### src/rtl/epp_host_pkg.sv
package epp_host_pkg;
  typedef enum logic [1:0] {
    ST_IDLE   = 2'd0,
    ST_SETUP  = 2'd1,
    ST_STROBE = 2'd2,
    ST_HOLD   = 2'd3
  } epp_state_e;
endpackage

### src/rtl/epp_wait_sync.sv
module epp_wait_sync #(
  parameter int unsigned STAGES = 2
) (
  input  logic clk_i,
  input  logic rst_ni,
  input  logic async_i,
  output logic level_o,
  output logic rise_o
);
  logic [STAGES-1:0] chain_q;
  logic              prev_q;

  generate
    for (genvar i = 0; i < STAGES; i++) begin : g_stage
      always_ff @(posedge clk_i or negedge rst_ni) begin
        if (!rst_ni) chain_q[i] <= 1'b0;
        else if (i == 0) chain_q[i] <= async_i;
        else chain_q[i] <= chain_q[(i == 0) ? 0 : i-1];
      end
    end
  endgenerate

  always_ff @(posedge clk_i or negedge rst_ni) begin
    if (!rst_ni) prev_q <= 1'b0;
    else         prev_q <= chain_q[STAGES-1];
  end

  assign level_o = chain_q[STAGES-1];
  assign rise_o  = chain_q[STAGES-1] & ~prev_q;
endmodule

### src/rtl/epp_wdog.sv
module epp_wdog #(
  parameter int unsigned LIMIT = 1000,
  localparam int unsigned CW   = $clog2(LIMIT)
) (
  input  logic clk_i,
  input  logic rst_ni,
  input  logic clear_i,
  input  logic run_i,
  output logic expire_o
);
  localparam logic [CW-1:0] LAST = CW'(LIMIT - 1);
  logic [CW-1:0] cnt_q;

  always_ff @(posedge clk_i or negedge rst_ni) begin
    if (!rst_ni)                   cnt_q <= '0;
    else if (clear_i)              cnt_q <= '0;
    else if (run_i && cnt_q != LAST) cnt_q <= cnt_q + 1'b1;
  end

  assign expire_o = run_i && (cnt_q == LAST);
endmodule

### src/rtl/epp_cycle_fsm.sv
module epp_cycle_fsm
  import epp_host_pkg::*;
(
  input  logic clk_i,
  input  logic rst_ni,
  input  logic req_i,
  input  logic addr_sel_i,
  input  logic ack_rise_i,
  input  logic expire_i,
  output logic accept_o,
  output logic timeout_o,
  output logic wdog_run_o,
  output logic busy_o,
  output logic write_no,
  output logic astrb_no,
  output logic dstrb_no
);
  epp_state_e state_q, state_d;
  logic sel_q;
  logic write_nq, astrb_nq, dstrb_nq;

  assign accept_o = req_i && (state_q == ST_IDLE || state_q == ST_HOLD);

  always_comb begin
    state_d   = state_q;
    timeout_o = 1'b0;
    unique case (state_q)
      ST_IDLE:   if (accept_o) state_d = ST_SETUP;
      ST_SETUP:  state_d = ST_STROBE;
      ST_STROBE: begin
        if (ack_rise_i) state_d = ST_HOLD;
        else if (expire_i) begin
          state_d   = ST_HOLD;
          timeout_o = 1'b1;
        end
      end
      ST_HOLD:   state_d = accept_o ? ST_SETUP : ST_IDLE;
      default:   state_d = ST_IDLE;
    endcase
  end

  always_ff @(posedge clk_i or negedge rst_ni) begin
    if (!rst_ni) begin
      state_q  <= ST_IDLE;
      sel_q    <= 1'b0;
      write_nq <= 1'b1;
      astrb_nq <= 1'b1;
      dstrb_nq <= 1'b1;
    end else begin
      state_q  <= state_d;
      if (accept_o) sel_q <= addr_sel_i;
      write_nq <= (state_d == ST_IDLE);
      astrb_nq <= !(state_d == ST_STROBE && sel_q);
      dstrb_nq <= !(state_d == ST_STROBE && !sel_q);
    end
  end

  assign wdog_run_o = (state_q == ST_SETUP) || (state_q == ST_STROBE);
  assign busy_o     = wdog_run_o;
  assign write_no   = write_nq;
  assign astrb_no   = astrb_nq;
  assign dstrb_no   = dstrb_nq;
endmodule

### src/rtl/epp_host_ctrl.sv
module epp_host_ctrl #(
  parameter int unsigned CLK_MHZ     = 100,
  parameter int unsigned TIMEOUT_NS  = 10000,
  parameter int unsigned SYNC_STAGES = 2,
  parameter int unsigned DW          = 8,
  localparam int unsigned TIMEOUT_CYC = CLK_MHZ * TIMEOUT_NS / 1000
) (
  input  logic          clk_i,
  input  logic          rst_ni,
  input  logic          req_i,
  input  logic          req_addr_i,
  input  logic [DW-1:0] req_data_i,
  output logic          busy_o,
  input  logic          status_wr_i,
  input  logic [7:0]    status_wdata_i,
  output logic [7:0]    status_o,
  output logic [DW-1:0] pp_data_o,
  output logic          pp_data_oe_o,
  output logic          pp_write_no,
  output logic          pp_astrb_no,
  output logic          pp_dstrb_no,
  input  logic          pp_wait_i
);
  logic accept, timeout_evt, wdog_run, expire, ack_rise, ack_lvl;
  logic [DW-1:0] data_q;
  logic to_flag_q;

  epp_wait_sync #(.STAGES(SYNC_STAGES)) u_sync (
    .clk_i(clk_i), .rst_ni(rst_ni), .async_i(pp_wait_i),
    .level_o(ack_lvl), .rise_o(ack_rise)
  );

  epp_wdog #(.LIMIT(TIMEOUT_CYC)) u_wdog (
    .clk_i(clk_i), .rst_ni(rst_ni), .clear_i(accept),
    .run_i(wdog_run), .expire_o(expire)
  );

  epp_cycle_fsm u_fsm (
    .clk_i(clk_i), .rst_ni(rst_ni), .req_i(req_i), .addr_sel_i(req_addr_i),
    .ack_rise_i(ack_rise), .expire_i(expire), .accept_o(accept),
    .timeout_o(timeout_evt), .wdog_run_o(wdog_run), .busy_o(busy_o),
    .write_no(pp_write_no), .astrb_no(pp_astrb_no), .dstrb_no(pp_dstrb_no)
  );

  always_ff @(posedge clk_i or negedge rst_ni) begin
    if (!rst_ni)     data_q <= '0;
    else if (accept) data_q <= req_data_i;
  end

  // set beats clear on the same edge
  always_ff @(posedge clk_i or negedge rst_ni) begin
    if (!rst_ni)                                  to_flag_q <= 1'b0;
    else if (timeout_evt)                         to_flag_q <= 1'b1;
    else if (status_wr_i && status_wdata_i[0])    to_flag_q <= 1'b0;
  end

  logic unused_lvl;
  assign unused_lvl   = ack_lvl;
  assign status_o     = {7'b0, to_flag_q};
  assign pp_data_o    = data_q;
  assign pp_data_oe_o = ~pp_write_no;
endmodule

### config.mk
export PLATFORM = sky130hd
export DESIGN_NAME = epp_host_ctrl
export DESIGN_NICKNAME = d
export VERILOG_FILES = /design/src/rtl/epp_host_pkg.sv /design/src/rtl/epp_wait_sync.sv /design/src/rtl/epp_wdog.sv /design/src/rtl/epp_cycle_fsm.sv /design/src/rtl/epp_host_ctrl.sv
export SDC_FILE = /design/constraint.sdc
export NUM_CORES = 1
export LEC_CHECK = 0
export ABC_AREA = 1
export BUFFER_PORTS_ARGS = -buffer_cell sky130_fd_sc_hd__buf_2
export CAP_MARGIN = 0
export CORE_MARGIN = 3
export CORE_UTILIZATION = 44
export CTS_CLUSTER_SIZE = 24
export DETAILED_ROUTE_END_ITERATION = 12
export PLACE_DENSITY = 0.67
export SYNTH_ARGS = -nofsm -noshare
export SYNTH_HDL_FRONTEND = slang
export SYNTH_SLANG_ARGS = --single-unit
### constraint.sdc
create_clock -name clk_i -period 4.35 [get_ports clk_i]
set_input_delay 0.435 -clock clk_i [delete_from_list [all_inputs] [get_ports clk_i]]
set_output_delay 0.435 -clock clk_i [all_outputs]
set_load 0.02 [all_outputs]
# --- Word level (Yosys, flattened, before mapping) ---
# Cells that the tools add are included.
classes:
  n_reduce_logical: 15
  muxes: 12
  addsub: 1
  n_bitwise: 3
  eq_ne: 6
ops:
  columns: ["cell", "n"]
  rows:
  - ["$mux 10", 2]
  - ["$add 10x1->10 const B", 1]
  - ["$eq 10x10->1 const B", 1]
  - ["$ne 10x10->1 const B", 1]
  - ["$pmux 2 s4", 1]
  - ["$eq 2x2->1 const B", 3]
  - ["$logic_and 1x1->1", 6]
  - ["$mux 1", 6]
  - ["$mux 2", 3]
  - ["$logic_not 2->1", 2]
  - ["$reduce_bool 2->1", 2]
  - ["$logic_not 1->1", 3]
  - ["$eq 2x1->1 const B", 1]
  - ["$logic_or 1x1->1", 2]
  - ["$not 1->1", 2]
  - ["$and 1x1->1", 1]
totals:
  register_bits: 28
  elab_cells: 48
  in_bits: 22
  output_inout_bits: 21

# --- Depth between registers and ports, before layout ---
# Gate-level depths: netlist of the first run.
logic_depth:
  word_depth: 9
  mapped_depth: 11
  ltp_nobuf: 11

# --- Cells and area by module ---
# A second synthesis of the first run with hierarchy kept.
unflattened:
  cells_unflattened: 176
  hier_area_um2: 1460.2
modules_own_cells:
  columns: ["module", "seq_area_each_um2", "area_each_um2", "cells_per_inst", "instances"]
  rows:
  - ["epp_wdog", 250.2, 644.4, 89, 1]
  - ["epp_host_ctrl", 225.2, 419.2, 48, 1]
  - ["epp_cycle_fsm", 153.9, 311.5, 34, 1]
  - ["epp_wait_sync", 75.1, 85.1, 5, 1]

# --- Worst setup path after synthesis of the first run ---
# Ideal clock, no wire load.
synth_timing:
  path_type: "register to register"
  startpoint: "register u_fsm.state_q[0]"
  endpoint: "register u_fsm.astrb_nq, in the netlist u_fsm.astrb_no"
  n_path_buf: 0
  arrival_ns: 1.540
  setup_time_ns: 0.098
  period_less_slack_ns: 1.637
  t_required_ns: 4.252
  path_slack_ns: 2.713
  path_stages_with_launch: 12
  cell_sequence: "dfrtp_1 > inv_1 > ha_1 > inv_1 > nand2_4 > inv_2 > nand2_1 > nand2_1 > inv_1 > nand2_1 > nand2_2 > nand3_1"
synth_via:
  elab_chain_cells: 9
  word_cells_on_any_way: 16
  cone_classes: "eq/ne: 4; mux: 5; reduce/logical: 7"
synth_rtl:
  columns: ["item", "line_no", "rtl"]
  rows:
  - ["start, declared", "epp_cycle_fsm.sv:18", "epp_state_e state_q, state_d;"]
  - ["start signal, assigned", "epp_cycle_fsm.sv:50", "state_q <= state_d;"]
  - ["$eq 2x1->1 / $eq 2x2->1 (equally long branches)", "epp_cycle_fsm.sv:58", "assign wdog_run_o = (state_q == ST_SETUP) || (state_q == ST_STROBE);"]
  - ["$logic_or 1x1->1 *", "epp_cycle_fsm.sv:58", null]
  - ["named net busy_o", "epp_host_ctrl.sv:13", "output logic busy_o,"]
  - ["$logic_and 1x1->1 *", "epp_wdog.sv:20", "assign expire_o = run_i && (cnt_q == LAST);"]
  - ["$mux 2 *", "epp_cycle_fsm.sv:32", "else if (expire_i) begin"]
  - ["$mux 2 *", "epp_cycle_fsm.sv:31", "if (ack_rise_i) state_d = ST_HOLD;"]
  - ["$pmux 2 s4 *", "epp_cycle_fsm.sv:27", "unique case (state_q)"]
  - ["$eq 2x2->1 *", "epp_cycle_fsm.sv:53", "astrb_nq <= !(state_d == ST_STROBE && sel_q);"]
  - ["$logic_and 1x1->1 *", "epp_cycle_fsm.sv:53", null]
  - ["$logic_not 1->1 *", "epp_cycle_fsm.sv:53", null]
  - ["end signal, assigned", "epp_cycle_fsm.sv:53", null]
  - ["end, declared", "epp_cycle_fsm.sv:20", "logic write_nq, astrb_nq, dstrb_nq;"]
# Mark *: on every way through the listed nets, which the timed path passes. The rest lies on a longest branch.
# A chain may end at the register's enable or synchronous reset.

# --- Final worst setup path of the first run ---
layout_timing:
  startpoint: "register u_fsm.state_q[0]"
  endpoint: "output port busy_o"
layout_via:
  elab_chain_cells: 2
  word_cells_on_any_way: 3
  cone_classes: "eq/ne: 2; reduce/logical: 1"
layout_rtl:
  columns: ["item", "line_no"]
  rows:
  - ["$eq 2x1->1 / $eq 2x2->1 (equally long branches)", "epp_cycle_fsm.sv:58"]
  - ["$logic_or 1x1->1 *", "epp_cycle_fsm.sv:58"]
  - ["end, declared", "epp_host_ctrl.sv:13"]
# Every way passes the cells marked *; elsewhere a longest branch is shown, timed or not.

==> results of run 1 <==
## layout make-up
type,instances,share of cell area (%)
clock buffer,4,1.760
timing repair buffer,28,9.388
inverter,20,5.029
multi-input combinational,101,34.03
tap,31,2.598
sequential,28,47.19
## power by group through the flow
stage	Combinational, mW	Sequential [mW]	Clock, mW
2_1_floorplan	0.323	0.463	0
3_3_place_gp	0.487	0.410	0
3_5_place_dp	0.506	0.415	0
4_1_cts	0.505	0.412	0.114
5_1_grt	0.571	0.422	0.126
6_report	0.497	0.411	0.110
## cell families (layout without fill, tap and decap cells)
group                      after synthesis  in the layout
DFF                                     28             28
adders and majority gates                4              4
and+or+nand+nor                         72             72
other                                    1              7
AOI/OAI and AO/OA                       16             16
buffers and inverters                   30             52
xor gates and xnor gates                 2              2
## critical path, delay by kind of cell (launching register included)
family | cells | cell delay [ns]
adder cells (fa/ha/maj) | 1 | 0.45
buffers and inverters | 2 | 0.31
flip-flops | 1 | 0.43
## worst max-delay path by stage
stage,start,endpoint,slack [ns],depth (start not counted)
2_1_floorplan,u_fsm.state_q[0],u_fsm.astrb_no,2.71,11
3_3_place_gp,u_fsm.state_q[0],u_fsm.astrb_no,2.50,11
3_5_place_dp,u_fsm.state_q[0],u_fsm.dstrb_no,2.44,11
4_1_cts,u_fsm.state_q[0],busy_o,2.37,3
5_1_grt,u_fsm.state_q[0],u_fsm.dstrb_no,2.21,11
6_report,u_fsm.state_q[0],busy_o,2.40,3
## through the flow
step                worst slack (ns)  total power [mW]
floorplan                      2.713            0.7862
detailed placement             2.443            0.9215
global placement               2.500            0.8974
finish                         2.400             1.018
CTS                            2.368             1.031
global route                   2.209             1.119
## state kept, by name (all words and copies together), names as in the netlist
register / count
u_fsm.dstrb_no: 1
u_sync.chain_q: 1
u_fsm.astrb_no: 1
u_fsm.write_no: 1
u_sync.prev_q: 1
u_fsm.sel_q: 1
u_sync.level_o: 1
to_flag_q: 1
pp_data_o: 8
u_fsm.state_q: 2
u_wdog.cnt_q: 10
## layer usage
metal | share of wire [%] | vias up | GRT usage (%)
met5 | 0 | - | 0
met4 | 2.1 | 0 | 7.430
met3 | 6.9 | 6 | 3.564
met2 | 49 | 37 | 27.49
met1 | 42 | 464 | 18.05
li1 | - | 523 | -
## placed cells by master (no fill, tap or decap)
| master | n |
|---|---|
| sky130_fd_sc_hd__nor3b_1 | 1 |
| sky130_fd_sc_hd__nand2_2 | 1 |
| sky130_fd_sc_hd__nor3_2 | 1 |
| sky130_fd_sc_hd__nor2_1 | 7 |
| sky130_fd_sc_hd__o22ai_1 | 2 |
| sky130_fd_sc_hd__o21ai_0 | 8 |
| sky130_fd_sc_hd__a21oi_1 | 6 |
| sky130_fd_sc_hd__dfstp_2 | 3 |
| sky130_fd_sc_hd__nand3_1 | 12 |
| sky130_fd_sc_hd__clkbuf_4 | 3 |
| sky130_fd_sc_hd__nand4_1 | 2 |
| sky130_fd_sc_hd__nand2_1 | 42 |
| sky130_fd_sc_hd__clkbuf_1 | 1 |
| sky130_fd_sc_hd__nand3_2 | 1 |
| sky130_fd_sc_hd__ha_1 | 4 |
| sky130_fd_sc_hd__nor2_2 | 3 |
| sky130_fd_sc_hd__nand2_4 | 2 |
| sky130_fd_sc_hd__dfrtp_1 | 25 |
| sky130_fd_sc_hd__inv_1 | 18 |
| sky130_fd_sc_hd__conb_1 | 7 |
| sky130_fd_sc_hd__xor2_1 | 2 |
| sky130_fd_sc_hd__inv_2 | 2 |
| sky130_fd_sc_hd__buf_2 | 28 |
## synth_stat cells
cell                      instances  area [um2]
sky130_fd_sc_hd__nand3_2          1       10.01
sky130_fd_sc_hd__nand2_1         42       157.7
sky130_fd_sc_hd__inv_2            2       7.510
sky130_fd_sc_hd__nand2_4          2       22.52
sky130_fd_sc_hd__nor3b_1          1       7.510
sky130_fd_sc_hd__nor2_1           7       26.28
sky130_fd_sc_hd__conb_1           1       3.750
sky130_fd_sc_hd__nand3_1         12       60.06
sky130_fd_sc_hd__buf_4            8       60.06
sky130_fd_sc_hd__o21ai_0          8       40.04
sky130_fd_sc_hd__dfrtp_1         25       625.6
sky130_fd_sc_hd__nand4_1          2       12.51
sky130_fd_sc_hd__a21oi_1          6       30.03
sky130_fd_sc_hd__nor3_2           1       10.01
sky130_fd_sc_hd__xor2_1           2       17.52
sky130_fd_sc_hd__nand2_2          1       6.260
sky130_fd_sc_hd__dfstp_2          3       78.83
sky130_fd_sc_hd__ha_1             4       50.05
sky130_fd_sc_hd__buf_2            2       10.01
sky130_fd_sc_hd__nor2_2           3       18.77
sky130_fd_sc_hd__inv_1           18       67.56
sky130_fd_sc_hd__o22ai_1          2       12.51
==> run summary, run 1 <==
================================================================================
Worst rel slew slack                                                      60.67%
Crit path arrival time                                                   1.51 ns
Fmax achieved                                                          512.9 MHz
Util after Layout                                                         52.76%
Number of buffers inserted by hold repair at cts                               0
Std-Cell Rows                                                                 19
Critical path, cell by cell                                         inv_1 > ha_1 > buf_2
Minimum setup slack among reg-to-reg paths                               2.47 ns
Combinational family with the most area after synthesis             simple AND/OR/NAND/NOR gates
Unique cell type count in the Yosys netlist                                   22
Area occupied by multi-input gates                                     508.0 um2
Remaining antenna violation count after routing                                0
Part of the Yosys area used for sequential elements                       52.76%
Pre-antenna DRT Iters                                                          4
Launching point of the worst reg2reg path                           u_fsm.state_q[0]
Top-level port count                                                          43
YS warnings                                                                    0
TritonCTS clock tree                                                         yes
Max Root-Sink Buffers                                                          2
Via density                                                                4.858
Class of the most critical setup path                                 reg -> out
Vert. Die Dim                                                           61.09 um
Final non-filler cell area                                              1493 um2
TritonCTS Sinks                                                               28
FILL cells                                                                   270
Cell Count Post-Placement                                                    208
Total negative slack for setup checks                                       0 ns
Port bufs                                                                     28
Syn Area/Cell                                                          8.726 um2
Unrepaired setup endpoints after global routing                            false
Leakage power                                                          0.7984 nW
# setup viols final                                                            0
Number of buffers added by the clock tree synthesis step                       3
Layout Skew                                                           0.01533 ns
Quantity of gates resized following cts                                        0
Mux share of post-synthesis cell area                                         0%
Highest cell delay on the worst timing path                              0.45 ns
Power share of the sequential group                                        40.4%
Max Cap Viol                                                                   0
Reg2reg end                                                         u_fsm.dstrb_no
Total global routing overflow                                                  0
Worst-case vdd ir drop                                               0.0003202 V
Sequential cell area                                                   704.4 um2
First-pass GRT wire length                                              4.333 mm
Die outline width                                                       61.09 um
Worst reg-to-reg path cell count                                              11
Combinational power share                                                  48.8%
Core Box Area                                                           2829 um2
Initial DRC Count                                                             30
Aggregate routed wire length                                            2.389 mm
Die area                                                                3731 um2
Compound-Gate Fraction of Synth Area                                      6.186%
Transition at the pin with the smallest max-transition slack           0.5900 ns
Required time at the worst-slack endpoint                                3.91 ns
Biggest fanout along the worst timing path                                     8
Part of the cycle the worst path needs                                    44.82%
Clk pin slew, worst setup/hold paths                                     0.15 ns
Number of global-route vias before repair                                   1071
CTS H-Tree Depth                                                               1
Root cell of the clock tree                                         sky130_fd_sc_hd__clkbuf_4
Number of antenna violations at the first check in global routing              0
Post-synthesis sequential element count                                       28
Final #Nets                                                                  208
Number of remaining DRC errors                                                 0
Area post-placement                                                     1466 um2
Initial standard-cell utilization of the core                             47.19%
Post-synthesis adder-cell area fraction                                   3.749%
Total inserted antenna cells                                                   0
Result of the run                                                   finished clean
Non-filler instance count after layout                                       212
Switching part of the total                                               46.34%
Cell Pwr Density                                                    682.0 nW/um2
GR Util All Layers                                                        15.70%
Area grow syn2layout                                                      11.81%
Hold Worst Slack                                                      0.07540 ns
Internal power of the cells                                            0.5463 mW
Switching pwr                                                          0.4717 mW
Synthesized area                                                        1335 um2
Shortest period the worst path allows                                   1.950 ns
Total count of hold-check failures in the final report                         0
Clock power share                                                          10.8%
Worst setup SP type                                                     register
HPWL after detailed placement                                           1.828 mm
Simple-gate share of the synthesized area                                 24.84%
Worst min-delay path category                                        in -> async
Largest net degree at the start of global routing                             29
Xor/xnor share of the synthesized area                                    1.312%
Clock insertion delay at the later pin of the skew report                0.33 ns
Post-CTS Repair Setup Buffers                                                  0
Via count                                                                   1030
Final Slew Violations                                                          0
Final weighted congestion in routability-driven placement                 0.7746
Average detailed-routed wire length per instance                        11.27 um
Fraction of layout instances using a drive strength above 1               24.31%
Count of mapped cells out of synthesis                                       153
Endpoint class of the critical path                                   output pin
Critical Path Slowest Stage Cell                                    sky130_fd_sc_hd__ha_1
================================================================================
No activity file was read; power rests on OpenSTA's default activity.
==> inputs of run 2 (changes only) <==
--- a/config.mk
+++ b/config.mk
@@ -5,7 +5,7 @@
 export SDC_FILE = /design/constraint.sdc
 export NUM_CORES = 1
 export LEC_CHECK = 0
-export ABC_AREA = 1
+export ABC_AREA = 0
 export BUFFER_PORTS_ARGS = -buffer_cell sky130_fd_sc_hd__buf_2
 export CAP_MARGIN = 0
 export CORE_MARGIN = 3
==> constraint.sdc (replaced) <==
create_clock -name clk_i -period 1.9 [get_ports clk_i]
set_input_delay 0.19 -clock clk_i [delete_from_list [all_inputs] [get_ports clk_i]]
set_output_delay 0.19 -clock clk_i [all_outputs]
set_load 0.02 [all_outputs]
==> run 2 against run 1 <==
Net effect:
- wire length grew 8.9%
- highest routed layer unchanged
- largest cell class unchanged
- worst hold slack lost 0.038 ns
- critical endpoint unchanged
- non-clock buffer count grew 8
- flip-flop and latch count is the same
- critical path type unchanged
==> run summary, run 2 <==
================================================================================
Util after Layout                                                         55.46%
Final #Nets                                                                  192
HPWL after detailed placement                                           1.889 mm
Number of global-route vias before repair                                    971
Max FFs per register                                                          10
Cell Pwr Density                                                     1450 nW/um2
YS warnings                                                                    0
Remaining antenna violation count after routing                                0
Worst-case vdd ir drop                                               0.0006873 V
Count of cells along the worst hold path                                       3
Non-filler instance count after layout                                       196
Via density                                                                5.306
Initial standard-cell utilization of the core                             47.37%
Total negative slack for setup checks                                       0 ns
Syn Area/Cell                                                          10.23 um2
Core Box Area                                                           2829 um2
Required time at the worst-slack endpoint                                1.71 ns
Share of the synthesized area in the top cell type                        46.69%
Total power of the final layout                                         2.275 mW
First-pass GRT wire length                                              4.243 mm
Synth async-reset ratio                                                   100.0%
Post-synthesis sequential element count                                       28
Fraction of layout instances using a drive strength above 1               27.88%
Number of antenna violations at the first check in global routing              0
Final non-filler cell area                                              1569 um2
GR Util All Layers                                                        15.42%
# setup viols final                                                            0
Die area                                                                3744 um2
Most instantiated library cell after synthesis                      sky130_fd_sc_hd__nand2_1
Initial DRC Count                                                             57
Port bufs                                                                     28
Count of mapped cells out of synthesis                                       131
Worst setup SP type                                                     register
Biggest fanout along the worst timing path                                    14
Layout Skew                                                         0.0009936 ns
Transition at the pin with the smallest max-transition slack           0.6058 ns
Part of the cycle the worst path needs                                    93.86%
Leading register cell type out of synthesis                         sky130_fd_sc_hd__dfrtp_1
Most common library cell in the layout ignoring fill and taps       sky130_fd_sc_hd__nand2_1
Aggregate routed wire length                                            2.601 mm
Vert. Die Dim                                                           61.19 um
Worst reg-to-reg path cell count                                               4
Crit path arrival time                                                   1.59 ns
Clock insertion delay at the later pin of the skew report                0.33 ns
Fmax achieved                                                          560.8 MHz
Std-Cell Rows                                                                 19
Leakage power                                                          0.7853 nW
Die outline width                                                       61.19 um
Synthesized area                                                        1340 um2
Endpoint class of the critical path                                   output pin
Top reg by flops                                                    u_wdog.cnt_q
Total inserted antenna cells                                                   0
Most used cells in the layout excluding fill and tap cells          31 x sky130_fd_sc_hd__nand2_1, 28 x sky130_fd_sc_hd__buf_2, 25 x sky130_fd_sc_hd__dfrtp_1
Cell type contributing the most total cell area after synthesis     sky130_fd_sc_hd__dfrtp_1
Post-synth EDFFs                                                               0
Total global routing overflow                                                  0
Unique cell type count in the Yosys netlist                                   38
Root cell of the clock tree                                         sky130_fd_sc_hd__clkbuf_4
Result of the run                                                   finished clean
Top cells by count, synth                                           31 x sky130_fd_sc_hd__nand2_1, 25 x sky130_fd_sc_hd__dfrtp_1, 8 x sky130_fd_sc_hd__buf_4
Via count                                                                   1040
Average detailed-routed wire length per instance                        13.27 um
Number of remaining DRC errors                                                 0
Clk pin slew, worst setup/hold paths                                     0.14 ns
TritonCTS Sinks                                                               28
Max Root-Sink Buffers                                                          2
TritonCTS clock tree                                                         yes
Total count of hold-check failures in the final report                         0
Part of the Yosys area used for sequential elements                       52.57%
Cell Count Post-Placement                                                    188
Area grow syn2layout                                                      17.09%
Worst min-delay path category                                          in -> reg
Leading cell types by total area after synthesis                    sky130_fd_sc_hd__dfrtp_1 47%, sky130_fd_sc_hd__nand2_1 8.7%, sky130_fd_sc_hd__dfstp_2 5.9%
Final weighted congestion in routability-driven placement                 0.8299
Shortest period the worst path allows                                   1.783 ns
Pre-antenna DRT Iters                                                          4
CTS H-Tree Depth                                                               1
Unrepaired setup endpoints after global routing                            false
Final Slew Violations                                                          0
Top-level port count                                                          43
Number of buffers added by the clock tree synthesis step                       3
Class of the most critical setup path                                 reg -> out
Largest net degree at the start of global routing                             29
Worst rel slew slack                                                      59.61%
Max Cap Viol                                                                   0
Area post-placement                                                     1495 um2
================================================================================
[run 2: cell types whose count changed after synthesis, sizes merged, moves of 3 or more]
| cell | before | now |
|---|---|---|
| clkbuf | 0 | 3 |
| o311ai | 0 | 3 |
| o41ai | 0 | 3 |
| o21ai | 8 | 5 |
| a21oi | 6 | 2 |
| nor2b | 0 | 3 |
| nor2 | 10 | 2 |
| nand3 | 13 | 5 |
| nand2 | 45 | 31 |
| inv | 20 | 5 |
| or4 | 0 | 3 |
| o31ai | 0 | 3 |
[run 2: timing repair]
action,in CTS,in global routing
hold buffers,2,0
endpoints found under the setup margin,0,3
setup buffers,0,2
resized for setup,0,1
endpoints found under the hold margin,26,0
[run 2: metal layers]
layer / vias up / share of wire [%] / global-route usage (%)
li1: 517 / - / -
met1: 488 / 46 / 19.57
met2: 30 / 48 / 25.23
met3: 5 / 4.7 / 2.516
met4: 0 / 2.0 / 8.050
met5: - / 0 / 0
[run 2: critical path, stage by stage, from the launching register on]
cell and delay, ns:
sky130_fd_sc_hd__dfrtp_1 0.42, sky130_fd_sc_hd__inv_1 0.08, sky130_fd_sc_hd__ha_1 0.37, sky130_fd_sc_hd__buf_4 0.22
sky130_fd_sc_hd__buf_2 0.18
[run 2: cell families (layout without fill, tap and decap cells)]
kind of cell / count (synthesis) / count (layout) / synth area share, %
buffers and inverters: 17 / 45 / 7.096
xor gates and xnor gates: 1 / 1 / 0.6537
other: 1 / 7 / 0.2798
DFF: 28 / 28 / 52.57
and+or+nand+nor: 56 / 56 / 22.60
adders and majority gates: 4 / 4 / 3.735
AOI/OAI and AO/OA: 24 / 24 / 13.07
[run 2: cell type report]
type,count,area [um2]
repair buffers,36,205.2
clock buffers,4,36.28
multi-input cells,92,565.5
fillers,250,1260
inverters,5,18.77
well taps,31,38.79
flip-flops and latches,28,704.4
[run 2: where the power goes]
group | leakage [nW] | internal, mW | switching, mW
combinational | 0.412 | 0.411 | 0.647
clock | 0.0210 | 0.117 | 0.169
sequential | 0.352 | 0.793 | 0.138
total | 0.785 | 1.32 | 0.953
[run 2: worst paths after layout]
kind	start	endpoint	slack [ns]
worst max register to register	u_wdog.cnt_q[0]	u_fsm.dstrb_no	0.12
min in group asynchronous	rst_ni	u_wdog.cnt_q[4]	0.39
worst min register to register	u_sync.chain_q[0]	u_sync.level_o	0.38
worst max-delay path	u_fsm.state_q[0]	busy_o	0.12
max in group asynchronous	rst_ni	u_wdog.cnt_q[6]	1.12
worst min-delay path	req_data_i[1]	pp_data_o[1]	0.04
[run 2: stage by stage]
| stage | hold WS, ns | setup WS, ns |
|---|---|---|
| 6_report | 0.03733 | 0.1168 |
| 5_1_grt | 0.01802 | 0.001653 |
| 4_1_cts | 0.02843 | 0.1076 |
| 3_5_place_dp | 0.2469 | 0.1700 |
| 3_3_place_gp | 0.2364 | 0.1956 |
| 2_1_floorplan | -0.1056 | 0.1641 |
